### src/rtl/jtag_route_pkg.sv
package jtag_route_pkg;

    localparam int DEF_GRP_A_CHAINS = 6;
    localparam int DEF_GRP_B_CHAINS = 2;

    typedef enum logic {
        SRC_HEADER = 1'b0,
        SRC_CABLE  = 1'b1
    } src_e;

    typedef enum logic {
        ROUTE_SINGLE = 1'b0,
        ROUTE_DAISY  = 1'b1
    } route_e;

    typedef struct packed {
        logic tck;
        logic tms;
        logic tdi;
    } jtag_fwd_t;

    localparam logic PARK_TDO = 1'b1;

    // Levels that keep an unused chain in Test-Logic-Reset.
    function automatic jtag_fwd_t park_fwd();
        jtag_fwd_t p;
        p.tck = 1'b0;
        p.tms = 1'b1;
        p.tdi = 1'b1;
        return p;
    endfunction

endpackage

### src/rtl/jtag_src_mux.sv
module jtag_src_mux
    import jtag_route_pkg::*;
(
    input  src_e      src,
    input  jtag_fwd_t hdr_fwd,
    input  jtag_fwd_t cab_fwd,
    input  logic      ret_tdo,
    output jtag_fwd_t mst_fwd,
    output logic      hdr_tdo,
    output logic      cab_tdo
);

    always_comb begin
        if (src == SRC_CABLE) begin
            mst_fwd = cab_fwd;
            hdr_tdo = PARK_TDO;
            cab_tdo = ret_tdo;
        end else begin
            mst_fwd = hdr_fwd;
            hdr_tdo = ret_tdo;
            cab_tdo = PARK_TDO;
        end
    end

endmodule

### src/rtl/jtag_enable_decode.sv
module jtag_enable_decode
    import jtag_route_pkg::*;
#(
    parameter int NUM_CHAINS = 8,
    parameter int SEL_W      = 3
) (
    input  route_e                route,
    input  logic [SEL_W-1:0]      sel,
    input  logic [NUM_CHAINS-1:0] mask,
    output logic [NUM_CHAINS-1:0] en
);

    logic [NUM_CHAINS-1:0] onehot;

    for (genvar gi = 0; gi < NUM_CHAINS; gi++) begin : g_dec
        assign onehot[gi] = (sel == SEL_W'(gi));
    end

    assign en = (route == ROUTE_DAISY) ? mask : onehot;

endmodule

### src/rtl/jtag_scan_stitch.sv
module jtag_scan_stitch
    import jtag_route_pkg::*;
#(
    parameter int NUM_CHAINS = 8
) (
    input  jtag_fwd_t             mst_fwd,
    input  logic [NUM_CHAINS-1:0] en,
    input  logic [NUM_CHAINS-1:0] ch_tdo,
    output logic [NUM_CHAINS-1:0] ch_tck,
    output logic [NUM_CHAINS-1:0] ch_tms,
    output logic [NUM_CHAINS-1:0] ch_tdi,
    output logic                  ret_tdo
);

    localparam jtag_fwd_t PARK = park_fwd();

    // path[i] is the scan data arriving at stage i; an idle stage passes it on.
    logic path [NUM_CHAINS+1];

    assign path[0] = mst_fwd.tdi;

    for (genvar gi = 0; gi < NUM_CHAINS; gi++) begin : g_stage
        assign ch_tck[gi]   = en[gi] ? mst_fwd.tck : PARK.tck;
        assign ch_tms[gi]   = en[gi] ? mst_fwd.tms : PARK.tms;
        assign ch_tdi[gi]   = en[gi] ? path[gi]    : PARK.tdi;
        assign path[gi + 1] = en[gi] ? ch_tdo[gi]  : path[gi];
    end

    assign ret_tdo = path[NUM_CHAINS];

endmodule

### src/rtl/jtag_chain_router.sv
module jtag_chain_router
    import jtag_route_pkg::*;
#(
    parameter int GRP_A_CHAINS = DEF_GRP_A_CHAINS,
    parameter int GRP_B_CHAINS = DEF_GRP_B_CHAINS,
    parameter int SEL_W        = $clog2(GRP_A_CHAINS + GRP_B_CHAINS)
) (
    input  logic                                 hdr_tck,
    input  logic                                 hdr_tms,
    input  logic                                 hdr_tdi,
    output logic                                 hdr_tdo,
    input  logic                                 cab_tck,
    input  logic                                 cab_tms,
    input  logic                                 cab_tdi,
    output logic                                 cab_tdo,
    input  logic                                 sw_remote,
    input  logic                                 sw_daisy,
    input  logic [SEL_W-1:0]                     sw_chain_sel,
    input  logic [GRP_A_CHAINS+GRP_B_CHAINS-1:0] sw_chain_mask,
    output logic [GRP_A_CHAINS-1:0]              grp_a_tck,
    output logic [GRP_A_CHAINS-1:0]              grp_a_tms,
    output logic [GRP_A_CHAINS-1:0]              grp_a_tdi,
    input  logic [GRP_A_CHAINS-1:0]              grp_a_tdo,
    output logic [GRP_B_CHAINS-1:0]              grp_b_tck,
    output logic [GRP_B_CHAINS-1:0]              grp_b_tms,
    output logic [GRP_B_CHAINS-1:0]              grp_b_tdi,
    input  logic [GRP_B_CHAINS-1:0]              grp_b_tdo
);

    localparam int NUM_CHAINS = GRP_A_CHAINS + GRP_B_CHAINS;

    jtag_fwd_t             hdr_fwd;
    jtag_fwd_t             cab_fwd;
    jtag_fwd_t             mst_fwd;
    logic                  ret_tdo;
    logic [NUM_CHAINS-1:0] chain_en;
    logic [NUM_CHAINS-1:0] ch_tck;
    logic [NUM_CHAINS-1:0] ch_tms;
    logic [NUM_CHAINS-1:0] ch_tdi;
    logic [NUM_CHAINS-1:0] ch_tdo;

    assign hdr_fwd = '{tck: hdr_tck, tms: hdr_tms, tdi: hdr_tdi};
    assign cab_fwd = '{tck: cab_tck, tms: cab_tms, tdi: cab_tdi};

    jtag_src_mux u_src (
        .src     (src_e'(sw_remote)),
        .hdr_fwd (hdr_fwd),
        .cab_fwd (cab_fwd),
        .ret_tdo (ret_tdo),
        .mst_fwd (mst_fwd),
        .hdr_tdo (hdr_tdo),
        .cab_tdo (cab_tdo)
    );

    jtag_enable_decode #(
        .NUM_CHAINS (NUM_CHAINS),
        .SEL_W      (SEL_W)
    ) u_dec (
        .route (route_e'(sw_daisy)),
        .sel   (sw_chain_sel),
        .mask  (sw_chain_mask),
        .en    (chain_en)
    );

    jtag_scan_stitch #(
        .NUM_CHAINS (NUM_CHAINS)
    ) u_stitch (
        .mst_fwd (mst_fwd),
        .en      (chain_en),
        .ch_tdo  (ch_tdo),
        .ch_tck  (ch_tck),
        .ch_tms  (ch_tms),
        .ch_tdi  (ch_tdi),
        .ret_tdo (ret_tdo)
    );

    // Voltage-group split: low indices to group A, the rest to group B.
    assign ch_tdo    = {grp_b_tdo, grp_a_tdo};
    assign grp_a_tck = ch_tck[GRP_A_CHAINS-1:0];
    assign grp_a_tms = ch_tms[GRP_A_CHAINS-1:0];
    assign grp_a_tdi = ch_tdi[GRP_A_CHAINS-1:0];
    assign grp_b_tck = ch_tck[NUM_CHAINS-1:GRP_A_CHAINS];
    assign grp_b_tms = ch_tms[NUM_CHAINS-1:GRP_A_CHAINS];
    assign grp_b_tdi = ch_tdi[NUM_CHAINS-1:GRP_A_CHAINS];

endmodule

### config.mk
export PLATFORM = sky130hd
export DESIGN_NAME = jtag_chain_router
export DESIGN_NICKNAME = d
export VERILOG_FILES = /design/src/rtl/jtag_route_pkg.sv /design/src/rtl/jtag_src_mux.sv /design/src/rtl/jtag_enable_decode.sv /design/src/rtl/jtag_scan_stitch.sv /design/src/rtl/jtag_chain_router.sv
export SDC_FILE = /design/constraint.sdc
export NUM_CORES = 1
export LEC_CHECK = 0
export BUFFER_PORTS_ARGS = -buffer_cell sky130_fd_sc_hd__buf_2
export CAP_MARGIN = 15
export CORE_UTILIZATION = 45
export DETAILED_ROUTE_END_ITERATION = 16
export PLACE_DENSITY = 0.91
export SYNTH_ARGS = -nofsm -noshare
export SYNTH_HDL_FRONTEND = slang
export SYNTH_SLANG_ARGS = --single-unit
### constraint.sdc
create_clock -name vclk -period 4.45
set_input_delay 0.445 -clock vclk [all_inputs]
set_output_delay 0.445 -clock vclk [all_outputs]
set_load 0.01 [all_outputs]
==> results of run 1 <==
[power breakdown]
part / switching [W] / internal (W) / leakage, nW
sequential: 0 / 0 / 0
combinational: 0.0000554 / 0.0000443 / 0.409
clock: 0 / 0 / 0
[stage by stage]
| step | hold slack, ns | power (W) |
|---|---|---|
| CTS | 1.23 | 0.0000990 |
| floorplan | 1.01 | 0.0000663 |
| finish | 1.24 | 0.0000997 |
| global route | 1.27 | 0.000109 |
| global placement | 1.23 | 0.0000964 |
| detailed placement | 1.23 | 0.0000987 |
[how the worst max path moves through the flow]
| stage | start | end | slack, ns | cells after the start |
|---|---|---|---|---|
| after global placement | sw_daisy | grp_b_tdi[1] | 1.96 | 7 |
| final | sw_daisy | cab_tdo | 1.91 | 7 |
| after CTS | sw_daisy | cab_tdo | 1.92 | 7 |
| after global routing | sw_daisy | cab_tdo | 1.71 | 7 |
| after detailed placement | sw_daisy | grp_b_tdi[1] | 1.92 | 7 |
| after floorplan | sw_chain_sel[1] | grp_b_tdi[0] | 2.14 | 6 |
[layout make-up]
type                       count  area, um2  area share, %
tap                           15       18.8           2.13
timing repair buffer          53        265           30.2
multi-input combinational     87        581           66.0
inverter                       4       15.0           1.71
[metal layers]
metal	part of all wire [%]	up-vias	wire, um
li1	-	448	-
met1	48	398	887
met2	50	22	929
met3	2.4	0	44
met4	0	0	0
met5	0	-	0
[layout by cell type (no fill, tap or decap), types with 3 or more instances in the layout]
| cell type | netlist | routed |
|---|---|---|
| buf_2 | 0 | 53 |
| or2_2 | 3 | 3 |
| a21oi_1 | 6 | 6 |
| nand2_1 | 16 | 16 |
| and2_2 | 4 | 4 |
| inv_1 | 4 | 4 |
| nor4b_1 | 3 | 3 |
| nor2_1 | 12 | 12 |
| o21ai_0 | 8 | 8 |
[tightest hold or removal path: stages]
cell     delay, ns
buf_2         0.10
a21oi_1       0.08
o31ai_2       0.05
buf_2         0.12
[kinds of logic (layout without fill, tap and decap cells)]
logic type,Yosys count,in the layout,synth area share (%)
buffers and inverters,9,57,10.2
and+or+nand+nor,54,54,50.9
muxes,3,3,4.84
AOI/OAI and AO/OA,30,30,34.0
[Yosys cell counts (3+ instances only)]
master | count | area share, %
inv_1 | 4 | 2.3
nand2_1 | 16 | 9.3
and2_2 | 4 | 4.6
nor2_1 | 12 | 7.0
a21oi_1 | 6 | 4.6
nor4b_1 | 3 | 4.1
or2_2 | 3 | 2.9
o21ai_0 | 8 | 6.2
==> results.json, run 1 <==
{
  "status": "completed",
  "met2_usage_pct": 37.5,
  "num_antenna_cells": 0,
  "min_path_type": "in -> out",
  "crit_top_cell": "buf_2",
  "syn_nets": 123,
  "crit_path_top_delay_cell": "a2111oi_1",
  "core.rowCount": 13,
  "mappedNetlistArea_um2": 647,
  "fin_util_pct": 66.8,
  "nClkBuffers": 0,
  "die_h_um": 39.9,
  "relSlewSlack_pct": 51.3,
  "fin_cells": 159,
  "nets": 173,
  "grt_use_met3_pct": 0,
  "setup_viol": 0,
  "ios": 53,
  "drt_iter0_markers": 25,
  "grt_max_degree": 21,
  "ant_nets": 0,
  "dieArea_um2": 1590,
  "fp.dieW_um": 39.9,
  "synth_cells": 96,
  "hold_start": "grp_b_tdo[0]",
  "tns_ns": 0,
  "overflow": 0,
  "grt-busiest-layer": "met2",
  "dpl.hpwl_um": 1540,
  "leakagePower_nw": 0.409,
  "wl_per_cell_um": 11.7,
  "cp.required_ns": 4.01,
  "endpoint_kind": "output pin",
  "fillers": 116,
  "critical-path-max-stage-delay_ns": 0.55,
  "ys.warnings.count": 0,
  "nFlopsAndLatches": 0,
  "grt_pass1_vias": 615,
  "hold_end": "grp_b_tdi[1]",
  "setup_ws_ns": 1.91,
  "syn_avg_cell_area_um2": 6.74,
  "ys_seq_area_share_pct": 0,
  "grt_pass1_wl_um": 2680,
  "critPathLaunchType": "primary input",
  "grt_usage_pct": 23.4,
  "drive_above_1_share_pct": 51.4,
  "syn_to_final_growth_pct": 36.0,
  "finalCritPeriodShare_pct": 57.1,
  "path_max_fanout": 20,
  "period_minus_slack_ns": 2.54,
  "post-cts-setup-buffer-count": 0,
  "drc_errors": 0,
  "grt_setup_unrepaired": "no",
  "fmax_mhz": 393,
  "crit_chain": "buf_2 -> nor2_1 -> a32o_1 -> a2111oi_1 -> nor3b_1 -> a21oi_1 -> buf_2",
  "cp_top_family": "compound AO/OA/AOI/OAI gates",
  "grtUsageMet1_pct": 36.3,
  "regArea_um2": 0,
  "port_buffers": 53,
  "holdPathStages": 4,
  "core_area_um2": 1320,
  "maxSlewViolCount": 0,
  "critical_path_class": "in -> out",
  "powerDensity_nw_per_um2": 113,
  "maxCapViolCount": 0,
  "hold_buffers": 0,
  "routed_via_density": 5.46,
  "worstMarginPinSlew_ns": 0.710,
  "drt-total-wl_um": 1860,
  "antenna_found_initial": 0,
  "final_hold_viol_count": 0,
  "first_pass_iters": 6,
  "start_util_pct": 49.1,
  "cts_resized": 0,
  "placed_cell_area_um2": 880,
  "fin_area_um2": 880,
  "path_buf_inv": 2,
  "dp_slack_ns": 1.92,
  "synth.distinct_cells": 41,
  "vias": 868,
  "crit_arrival_ns": 2.10,
  "dp_cells": 159,
  "place.gp.congestion": 0.851,
  "ir_drop_mv": 0.0613
}
Note: power is estimated with default switching activity, not from simulation.
==> run 2, diff against run 1 <==
Settings changed: ABC_AREA from default to 1, CORE_UTILIZATION 45 to 36, PLACE_DENSITY 0.91 to 0.84.
Clock period 4.45 ns to 2.4 ns, I/O delays scaled along.
==> results.json, run 2 <==
{
  "syn_nets": 122,
  "final_common_cell": "buf_2",
  "vias": 773,
  "worstMarginPinSlew_ns": 0.679,
  "critPathLaunch": "sw_daisy",
  "drive_above_1_share_pct": 53.1,
  "core_area_um2": 1170,
  "path_max_fanout": 11,
  "dieArea_um2": 1480,
  "grt_max_degree": 12,
  "die_h_um": 38.4,
  "drt_iter0_markers": 15,
  "first_pass_iters": 4,
  "fp.dieW_um": 38.4,
  "ant_nets": 0,
  "synth.distinct_cells": 18,
  "drt-total-wl_um": 1650,
  "start_util_pct": 40.8,
  "dp_slack_ns": 0.519,
  "hold_start": "grp_b_tdo[1]",
  "min_path_type": "in -> out",
  "regArea_um2": 0,
  "ios": 53,
  "crit_arrival_ns": 1.64,
  "status": "completed",
  "grt_pass1_wl_um": 2550,
  "yosysTopAreaCell": "nand2_1",
  "mappedNetlistArea_um2": 478,
  "setup_viol": 0,
  "nFlopsAndLatches": 0,
  "yosysMostFrequentCell": "nand2_1",
  "grt_setup_unrepaired": "no",
  "fmax_mhz": 531,
  "netlist_top_cells_count": "nand2_1, inv_1, nor2_1",
  "place.gp.congestion": 0.856,
  "powerDensity_nw_per_um2": 214,
  "finalCritPeriodShare_pct": 78.4,
  "critPathLaunchType": "primary input",
  "nClkBuffers": 0,
  "cts_resized": 0,
  "critical_path_class": "in -> out",
  "synth_area_leaders": "nand2_1, nand3_2, inv_1, nand3_1, nor2_1",
  "nets": 176,
  "setup_ws_ns": 0.518,
  "routed_via_density": 4.80,
  "maxCapViolCount": 0,
  "leakagePower_nw": 0.461,
  "drc_errors": 0,
  "period_minus_slack_ns": 1.88,
  "dp_cells": 161,
  "overflow": 0,
  "synth_cells": 95,
  "ys.warnings.count": 0,
  "grt_usage_pct": 23.4,
  "syn_to_final_growth_pct": 56.8,
  "maxSlewViolCount": 0,
  "wl_per_cell_um": 10.2,
  "final_hold_viol_count": 0,
  "yosys.area.top_type_share_pct": 28.3,
  "antenna_found_initial": 0,
  "post-cts-setup-buffer-count": 0,
  "tns_ns": 0,
  "grt_pass1_vias": 635,
  "core.rowCount": 12,
  "dpl.hpwl_um": 1430,
  "ir_drop_mv": 0.0903,
  "cp.required_ns": 2.16,
  "port_buffers": 53,
  "num_antenna_cells": 0,
  "ys_seq_area_share_pct": 0,
  "relSlewSlack_pct": 53.4,
  "fin_cells": 161,
  "endpoint_kind": "output pin",
  "layout_common_cells": "buf_2, nand2_1, inv_1",
  "hold_buffers": 0,
  "syn_avg_cell_area_um2": 5.03
}
[run 2: cell type report]
| class | count | area, um2 |
|---|---|---|
| multi-input combinational | 77 | 403 |
| tap | 14 | 17.5 |
| timing repair buffer | 53 | 265 |
| fill | 120 | 422 |
| inverter | 17 | 63.8 |
[run 2: critical path: stages]
cell	delay, ns
buf_2	0.20
inv_1	0.08
nand2_2	0.10
nor2_1	0.06
nor2_2	0.13
inv_2	0.06
nand2_1	0.09
nand3_2	0.10
nand3_2	0.09
nand3_2	0.08
nand3_2	0.08
nand3_2	0.07
nand3_2	0.07
nand3_1	0.06
buf_2	0.14
[run 2: metrics by stage]
| step | hold slack (ns) | instance area (um2) | util (%) | power, W |
|---|---|---|---|---|
| 6_report | 0.807 | 749 | 64.0 | 0.000160 |
| 3_5_place_dp | 0.806 | 749 | 64.0 | 0.000160 |
| 5_1_grt | 0.824 | 749 | 64.0 | 0.000178 |
| 3_3_place_gp | 0.799 | 749 | 64.0 | 0.000156 |
| 4_1_cts | 0.807 | 749 | 64.0 | 0.000161 |
| 2_1_floorplan | 0.584 | 478 | - | 0.0000976 |
[run 2: per-layer routing]
metal / up-vias / track usage [%] / routed length [um]
li1: 398 / - / -
met1: 340 / 25.0 / 653
met2: 35 / 50.4 / 872
met3: 0 / 1.16 / 119
met4: 0 / 1.72 / 0
met5: - / 0 / 0
[run 2: power by group]
group / internal (W) / total, W / switching [W]
Clock: 0 / 0 / 0
Combinational: 0.0000654 / 0.000160 / 0.0000951
Sequential: 0 / 0 / 0
[run 2: final timing paths]
| check | endpoint | slack (ns) | cells past startpoint |
|---|---|---|---|
| worst max-delay path | hdr_tdo | 0.52 | 15 |
| worst min-delay path | cab_tdo | 0.81 | 4 |
[run 2: cells by family after synthesis]
group,count (synthesis),synth area share [%]
buffers and inverters,18,15.7
AND/OR/NAND/NOR,69,70.7
multiplexers,2,4.19
AO/OA/AOI/OAI,6,9.42
